[src/rtl/mode_pkg.sv]
package mode_pkg;
  localparam int ADDR_W  = 6;
  localparam int WDATA_W = 32;
  localparam int IDX_W   = 4;

  typedef enum logic [1:0] {
    RG_THR   = 2'd0,
    RG_STATE = 2'd1,
    RG_COND  = 2'd2,
    RG_CTRL  = 2'd3
  } region_e;
endpackage

[src/rtl/mode_cfg_regs.sv]
module mode_cfg_regs
  import mode_pkg::*;
#(
  parameter int NUM_STATES = 16,
  parameter int NUM_CH     = 8,
  parameter int NUM_RULES  = 16,
  parameter int CMP_W      = 8,
  parameter int BANK_W     = 4,
  parameter int NUM_OUT    = 8,
  parameter int COND_W     = 16,
  parameter int STATE_W    = 4
) (
  input  logic                          clk_i,
  input  logic                          rst_ni,
  input  logic                          wr_en_i,
  input  logic [ADDR_W-1:0]             wr_addr_i,
  input  logic [WDATA_W-1:0]            wr_data_i,
  output logic [NUM_CH*CMP_W-1:0]       thr_o,
  output logic [NUM_STATES*BANK_W-1:0]  bank_map_o,
  output logic [NUM_STATES*NUM_OUT-1:0] out_map_o,
  output logic [NUM_RULES*COND_W-1:0]   care_o,
  output logic [NUM_RULES*COND_W-1:0]   match_o,
  output logic [NUM_RULES*STATE_W-1:0]  src_o,
  output logic [NUM_RULES*STATE_W-1:0]  next_o,
  output logic [NUM_RULES-1:0]          valid_o
);
  region_e          rg;
  logic [IDX_W-1:0] idx;
  logic             unused_bits;

  assign rg          = region_e'(wr_addr_i[5:4]);
  assign idx         = wr_addr_i[IDX_W-1:0];
  assign unused_bits = ^wr_data_i;

  for (genvar c = 0; c < NUM_CH; c++) begin : g_thr
    logic [CMP_W-1:0] thr_q;
    always_ff @(posedge clk_i or negedge rst_ni) begin
      if (!rst_ni) thr_q <= '1;
      else if (wr_en_i && rg == RG_THR && idx == IDX_W'(c))
        thr_q <= wr_data_i[CMP_W-1:0];
    end
    assign thr_o[c*CMP_W +: CMP_W] = thr_q;
  end

  for (genvar s = 0; s < NUM_STATES; s++) begin : g_state
    logic [BANK_W-1:0]  bank_q;
    logic [NUM_OUT-1:0] out_q;
    always_ff @(posedge clk_i or negedge rst_ni) begin
      if (!rst_ni) begin
        bank_q <= BANK_W'(s);
        out_q  <= '0;
      end else if (wr_en_i && rg == RG_STATE && idx == IDX_W'(s)) begin
        bank_q <= wr_data_i[BANK_W-1:0];
        out_q  <= wr_data_i[8 +: NUM_OUT];
      end
    end
    assign bank_map_o[s*BANK_W +: BANK_W]  = bank_q;
    assign out_map_o[s*NUM_OUT +: NUM_OUT] = out_q;
  end

  for (genvar r = 0; r < NUM_RULES; r++) begin : g_rule
    logic [COND_W-1:0]  care_q, match_q;
    logic [STATE_W-1:0] src_q, next_q;
    logic               valid_q;
    always_ff @(posedge clk_i or negedge rst_ni) begin
      if (!rst_ni) begin
        care_q  <= '0;
        match_q <= '0;
      end else if (wr_en_i && rg == RG_COND && idx == IDX_W'(r)) begin
        care_q  <= wr_data_i[COND_W-1:0];
        match_q <= wr_data_i[16 +: COND_W];
      end
    end
    always_ff @(posedge clk_i or negedge rst_ni) begin
      if (!rst_ni) begin
        src_q   <= '0;
        next_q  <= '0;
        valid_q <= 1'b0;
      end else if (wr_en_i && rg == RG_CTRL && idx == IDX_W'(r)) begin
        src_q   <= wr_data_i[STATE_W-1:0];
        next_q  <= wr_data_i[8 +: STATE_W];
        valid_q <= wr_data_i[16];
      end
    end
    assign care_o[r*COND_W +: COND_W]    = care_q;
    assign match_o[r*COND_W +: COND_W]   = match_q;
    assign src_o[r*STATE_W +: STATE_W]   = src_q;
    assign next_o[r*STATE_W +: STATE_W]  = next_q;
    assign valid_o[r]                    = valid_q;
  end
endmodule

[src/rtl/mode_cond_gen.sv]
module mode_cond_gen #(
  parameter int NUM_IN = 8,
  parameter int NUM_CH = 8,
  parameter int CMP_W  = 8
) (
  input  logic [NUM_IN-1:0]       plant_i,
  input  logic [NUM_CH*CMP_W-1:0] ctrl_i,
  input  logic [NUM_CH*CMP_W-1:0] thr_i,
  output logic [NUM_IN+NUM_CH-1:0] cond_o
);
  logic [NUM_CH-1:0] flag;

  for (genvar c = 0; c < NUM_CH; c++) begin : g_cmp
    assign flag[c] = ctrl_i[c*CMP_W +: CMP_W] > thr_i[c*CMP_W +: CMP_W];
  end

  assign cond_o = {flag, plant_i};
endmodule

[src/rtl/mode_rule_sel.sv]
module mode_rule_sel #(
  parameter int NUM_RULES = 16,
  parameter int COND_W    = 16,
  parameter int STATE_W   = 4
) (
  input  logic [STATE_W-1:0]           state_i,
  input  logic [COND_W-1:0]            cond_i,
  input  logic [NUM_RULES*COND_W-1:0]  care_i,
  input  logic [NUM_RULES*COND_W-1:0]  match_i,
  input  logic [NUM_RULES*STATE_W-1:0] src_i,
  input  logic [NUM_RULES*STATE_W-1:0] next_i,
  input  logic [NUM_RULES-1:0]         valid_i,
  output logic                         hit_o,
  output logic [STATE_W-1:0]           next_o
);
  logic [NUM_RULES-1:0] hit_vec;

  for (genvar r = 0; r < NUM_RULES; r++) begin : g_match
    assign hit_vec[r] = valid_i[r]
                      && (src_i[r*STATE_W +: STATE_W] == state_i)
                      && (((cond_i ^ match_i[r*COND_W +: COND_W])
                           & care_i[r*COND_W +: COND_W]) == '0);
  end

  // descending scan so the lowest index is written last and wins
  always_comb begin
    hit_o  = 1'b0;
    next_o = state_i;
    for (int r = NUM_RULES - 1; r >= 0; r--) begin
      if (hit_vec[r]) begin
        hit_o  = 1'b1;
        next_o = next_i[r*STATE_W +: STATE_W];
      end
    end
  end
endmodule

[src/rtl/mode_tracker.sv]
module mode_tracker
  import mode_pkg::*;
#(
  parameter int NUM_STATES = 16,
  parameter int NUM_IN     = 8,
  parameter int NUM_CH     = 8,
  parameter int CMP_W      = 8,
  parameter int NUM_RULES  = 16,
  parameter int BANK_W     = 4,
  parameter int NUM_OUT    = 8,
  localparam int STATE_W   = $clog2(NUM_STATES),
  localparam int COND_W    = NUM_IN + NUM_CH
) (
  input  logic                    clk_i,
  input  logic                    rst_ni,
  input  logic                    tick_i,
  input  logic [NUM_IN-1:0]       plant_i,
  input  logic [NUM_CH*CMP_W-1:0] ctrl_i,
  input  logic                    wr_en_i,
  input  logic [ADDR_W-1:0]       wr_addr_i,
  input  logic [WDATA_W-1:0]      wr_data_i,
  output logic [STATE_W-1:0]      state_o,
  output logic [BANK_W-1:0]       bank_o,
  output logic                    bank_change_o,
  output logic [NUM_OUT-1:0]      plant_o
);
  logic [NUM_CH*CMP_W-1:0]       thr;
  logic [NUM_STATES*BANK_W-1:0]  bank_map;
  logic [NUM_STATES*NUM_OUT-1:0] out_map;
  logic [NUM_RULES*COND_W-1:0]   care, match;
  logic [NUM_RULES*STATE_W-1:0]  src, nxt;
  logic [NUM_RULES-1:0]          valid;
  logic [COND_W-1:0]             cond;
  logic                          rule_hit;
  logic [STATE_W-1:0]            rule_next;
  logic [STATE_W-1:0]            state_q;
  logic                          chg_q;

  mode_cfg_regs #(
    .NUM_STATES(NUM_STATES), .NUM_CH(NUM_CH), .NUM_RULES(NUM_RULES),
    .CMP_W(CMP_W), .BANK_W(BANK_W), .NUM_OUT(NUM_OUT),
    .COND_W(COND_W), .STATE_W(STATE_W)
  ) u_cfg (
    .clk_i, .rst_ni, .wr_en_i, .wr_addr_i, .wr_data_i,
    .thr_o(thr), .bank_map_o(bank_map), .out_map_o(out_map),
    .care_o(care), .match_o(match), .src_o(src), .next_o(nxt),
    .valid_o(valid)
  );

  mode_cond_gen #(.NUM_IN(NUM_IN), .NUM_CH(NUM_CH), .CMP_W(CMP_W)) u_cond (
    .plant_i, .ctrl_i, .thr_i(thr), .cond_o(cond)
  );

  mode_rule_sel #(.NUM_RULES(NUM_RULES), .COND_W(COND_W), .STATE_W(STATE_W)) u_sel (
    .state_i(state_q), .cond_i(cond), .care_i(care), .match_i(match),
    .src_i(src), .next_i(nxt), .valid_i(valid),
    .hit_o(rule_hit), .next_o(rule_next)
  );

  always_ff @(posedge clk_i or negedge rst_ni) begin
    if (!rst_ni) begin
      state_q <= '0;
      chg_q   <= 1'b0;
    end else if (tick_i && rule_hit && rule_next != state_q) begin
      state_q <= rule_next;
      chg_q   <= 1'b1;
    end else begin
      chg_q   <= 1'b0;
    end
  end

  assign state_o       = state_q;
  assign bank_change_o = chg_q;
  assign bank_o        = bank_map[state_q*BANK_W +: BANK_W];
  assign plant_o       = out_map[state_q*NUM_OUT +: NUM_OUT];
endmodule

[config.mk]
export PLATFORM = sky130hd
export DESIGN_NAME = mode_tracker
export DESIGN_NICKNAME = d
export VERILOG_FILES = /design/src/rtl/mode_pkg.sv /design/src/rtl/mode_cfg_regs.sv /design/src/rtl/mode_cond_gen.sv /design/src/rtl/mode_rule_sel.sv /design/src/rtl/mode_tracker.sv
export SDC_FILE = /design/constraint.sdc
export NUM_CORES = 2
export LEC_CHECK = 0
export BUFFER_PORTS_ARGS = -buffer_cell sky130_fd_sc_hd__buf_2
export CAP_MARGIN = 30
export CORE_MARGIN = 1
export CORE_UTILIZATION = 30
export DETAILED_ROUTE_END_ITERATION = 12
export PLACE_DENSITY = 0.53
export SLEW_MARGIN = 30
export SYNTH_ARGS = -nofsm -noshare
export SYNTH_HDL_FRONTEND = slang
export SYNTH_SLANG_ARGS = --single-unit
[constraint.sdc]
create_clock -name clk_i -period 7.5 [get_ports clk_i]
set_input_delay 0.75 -clock clk_i [delete_from_list [all_inputs] [get_ports clk_i]]
set_output_delay 0.75 -clock clk_i [all_outputs]
set_load 0.1 [all_outputs]
==> metrics list <==
* Total placed cells including tap cells: 5484
* Slowest library cell on the worst path: a2111oi_1
- The number of max-slew violations in the final report is 0.
- After global routing the overflow that remains totals 0.
- Initial Utilization: ~30%
- Final core utilization: between 30% and 40%
- Global routing usage on met3: ~2.5%
* Data required time of the worst path: 8.05 ns
* CTS tree: yes
- In this run, CTS created clock tree buffers numbering ~100.
- For this run, global-route usage on met2 was measured as between 20 and 30%.
- Antenna Violating Nets Remaining: 0
- Avg Inst Size Synth: about 13 µm²
* Critical Path Start Type: register
* First-pass GRT wire length: ~210000 µm
- Top area cells in the synthesized netlist: dfrtp_1 45%, mux2_2 22%, dfstp_2 5.6%
- For this block, the routed nets add up to about 140000 µm of wire.
- Counting flops with a built-in enable in the synthesized netlist gives 0.
- Setup tns final: 0 ns
* Die outline height: approximately 390 µm
* Power density of the placed cells: around 280 nW/µm²
- The pre-antenna-repair detailed-routing pass consisted of 7 iterations.
- Final Instance Area: slightly above 50000 µm²
* Share of post-route cells with drive strength above 1: between 40% and 50%
- Port buffering added 130 buffers.
- For the worst setup path, the data arrival time is roughly 5.8 ns.
- Worst slew slack as a fraction of its limit: 31.0%
- The first routing iteration left 2009 violations.
* Fin crit period: between 5 and 6 ns
- Final hold violations: 0
- Global routing consumed, on the met1 layer, between 20% and 30% of the routing resources.
- The synthesized design contains 917 register bits.
- CTS sink cnt: about 900
- Timing analysis after detailed placement gives a worst setup slack of between 1.5 and 2 ns.
- Number of setup buffers added after CTS: 0
* Maximum buffer depth of the clock tree: 3
* Netlist area before placement: 45200 µm²
- In this run the horizontal extent of the chip is 390 µm.
- In the global route stage, overall resource usage came out at between 15 and 20%.
* Final weighted congestion in routability-driven placement: between 0.8 and 0.9
* Area growth from synthesis to layout: 14.2%
* Highest clock frequency the design can meet: 0.192 GHz
- In this design, the stage delay of the slowest critical-path cell is between 0.7 and 0.8 ns.
- The initialized floorplan defines ~140 standard-cell rows.
- Setup slack on the worst flop-to-flop path: roughly 2.3 ns
- Status: complete, no violations
- Placed Area: slightly below 50000 µm²
* Fin crit share: a little over two thirds
- The number of global-route vias before repair was between 20000 and 30000.
* Setup slack of the critical path after layout: approximately 2.3 ns
* Peak-usage layer in the global routing report: met2
- Sequential area share after synthesis: about half
- Clock root buffer master: clkbuf_16
* Ys async rst share: between 90% and 100%
* Number of maximum-capacitance violations: 0
* Instance count of the mapped netlist: ~3500
- The worst setup path is of the register to register kind.
- For this design the top-level I/O count stands at around 130.
- Count of synthesis-stage warnings from yosys: 0
- Area share of the largest cell type after synthesis: approximately 45%
- The die covers around 150000 µm².
- The initial antenna violation count was 20.
- Clock network latency to the later pin of the worst-skew pair: 0.69 ns
- After clock tree synthesis, the clock-pin slew on the worst setup and hold paths is roughly 0.070 ns.
* Synth area leader: dfrtp_1
- The number of nets in the synthesized netlist is roughly 3700.
- Critical-path cell list: inv_1 > ha_1 > nand4_1 > or2_1 > mux2i_1 > a2111oi_1 > o2111ai_1 > or4_1 > nor2_1 > o21ai_1 > a21o_1 > a21oi_4 > mux2i_1 > nor4bb_1 > a31oi_1
* CP dominant cell by count: mux2i_1
- Count of unique library cells instantiated by Yosys: 106
- Dividing the detail-routed via count by the number of cells gives 5.18.
- After floorplanning, the core was sized to cover 150000 µm².
* Clock skew after layout: ~0.026 ns
- The routed layout has slightly below 30000 vias.
* Worst slew pin tran: between 1 and 1.5 ns
* CTS Hold Buffers Added: 0
* WL/cell: 25.0 µm
* Worst Setup End Kind: register
* Half-perimeter wire length after detailed placement: around 94000 µm
- Unrepaired setup endpoints after global routing: no
- Final setup viols: 0
* Nets@finish: 3753
- Number of resized instances in the post-cts repair step: 0
- Leaving out filler cells and counting taps, the final layout contains 5683.
- Of all nets on the critical path, the largest fanout is 17.
- Entering global routing, the biggest net connects 175 pins.
- After detailed routing, the number of remaining DRC violations is 0.
- The worst hold path belongs to the class input port to asynchronous set/reset pin.
- Prevailing post-synth register cell: dfrtp_1
- The worst-case IR drop observed on VDD is between 0.15 and 0.2 mV.
* Static leakage: between 20 and 25 nW
- Number of levels in the clock H-tree: 3
==> layout by cell type, fill, tap and decap left out, types with 15 or more instances in the layout <==
cell type / count
clkinv_2: 16
clkbuf_1: 26
mux2_2: 902
nand2b_1: 35
ha_1: 64
a211oi_1: 17
a21oi_1: 42
buf_2: 123
o21ai_0: 45
xnor2_1: 47
buf_4: 63
clkbuf_16: 104
nor2_1: 61
nand2_1: 182
nand3_1: 48
nand4_1: 44
nor3_1: 32
mux2i_1: 25
a222oi_1: 18
nor2b_1: 18
a22oi_1: 31
clkbuf_8: 35
and2_1: 15
dfstp_2: 96
inv_1: 110
xor2_1: 220
a21o_1: 15
mux4_2: 60
dfrtp_1: 817
==> Yosys cell counts, types with 46 or more instances <==
master,n
dfstp_2,96
inv_1,110
mux4_2,60
o21ai_0,46
nand2_1,182
xor2_1,220
nor2_1,73
mux2_2,902
ha_1,64
nand3_1,48
clkbuf_1,131
xnor2_1,47
dfrtp_1,821
==> final cells by class <==
class	instances	area, µm²
well taps	2016	2520
multi-input cells	2246	20900
diodes	3	7.51
repair buffers	198	1340
inverters	110	413
flip-flops and latches	917	23100
clock buffers	165	3180
fillers	14772	98100
clock inverters	28	223
==> routing by layer <==
layer	wire length [µm]	part of all wire [%]	vias to the layer above
met5	80	0.056	-
met4	3150	2.2	16
met3	6990	4.9	149
met2	65000	46	703
met1	67200	47	15710
li1	-	-	12868
==> worst paths after layout <==
| check | from | to | cells after the start |
|---|---|---|---|
| min in group clk_i | u_cfg.g_rule[10].care_q[14] | u_cfg.g_rule[10].care_q[14] | 1 |
| worst min register to register | u_cfg.g_rule[10].care_q[14] | u_cfg.g_rule[10].care_q[14] | 1 |
| max in group asynchronous | rst_ni | u_cfg.g_state[0].bank_q[3] | 3 |
| worst max register to register | u_cfg.g_thr[3].thr_q[3] | bank_change_o | 15 |
| worst max-delay path | u_cfg.g_thr[3].thr_q[3] | bank_change_o | 15 |
| worst min-delay path | rst_ni | u_cfg.g_rule[9].match_q[6] | 1 |
==> report_power, final <==
part	total, mW	switching, mW	internal, mW	leakage [nW]
Sequential	6.21	0.536	5.67	11.9
Combinational	3.39	2.00	1.40	10.1
Clock	5.05	2.09	2.96	1.69
==> flip-flops by register name, summed over array words and instances, names as in the netlist <==
register / cells
u_cfg.g_state.out_q: 128
u_cfg.g_rule.match_q: 256
u_cfg.g_rule.care_q: 256
u_cfg.g_rule.next_q: 64
u_cfg.g_rule.src_q: 64
u_cfg.g_state.bank_q: 64
state_o: 4
u_cfg.g_rule.valid_q: 16
u_cfg.g_thr.thr_q: 64
bank_change_o: 1
==> logic make-up (layout without fill, tap and decap cells) <==
logic type               after synthesis  in the layout  synth area share (%)
AND/OR/NAND/NOR                      567            567                  6.69
buffers and inverters                331            501                  3.04
other                                  0              3                     0
XOR/XNOR                             267            267                  5.17
flip-flops                           917            917                  51.0
AO/OA/AOI/OAI                        360            360                  6.33
adder cells (fa/ha/maj)               64             64                  1.77
multiplexers                         988            988                  26.0
==> through the flow <==
stage                     hold slack (ns)  power [mW]
after floorplan                     0.454        8.50
after global placement              0.479        9.62
after detailed placement            0.485        9.68
after CTS                           0.151        14.8
after global routing                0.188        15.3
final                               0.155        14.7
==> worst max-delay path, delay by kind of cell, from the launching register on <==
| family | cells | cell delay (ns) |
|---|---|---|
| DFF | 1 | 0.53 |
| and+or+nand+nor | 5 | 2.06 |
| adders and majority gates | 1 | 0.36 |
| buffers and inverters | 1 | 0.04 |
| muxes | 2 | 0.36 |
| AOI/OAI and AO/OA | 6 | 1.73 |
Power figures use the tool's default switching activity.
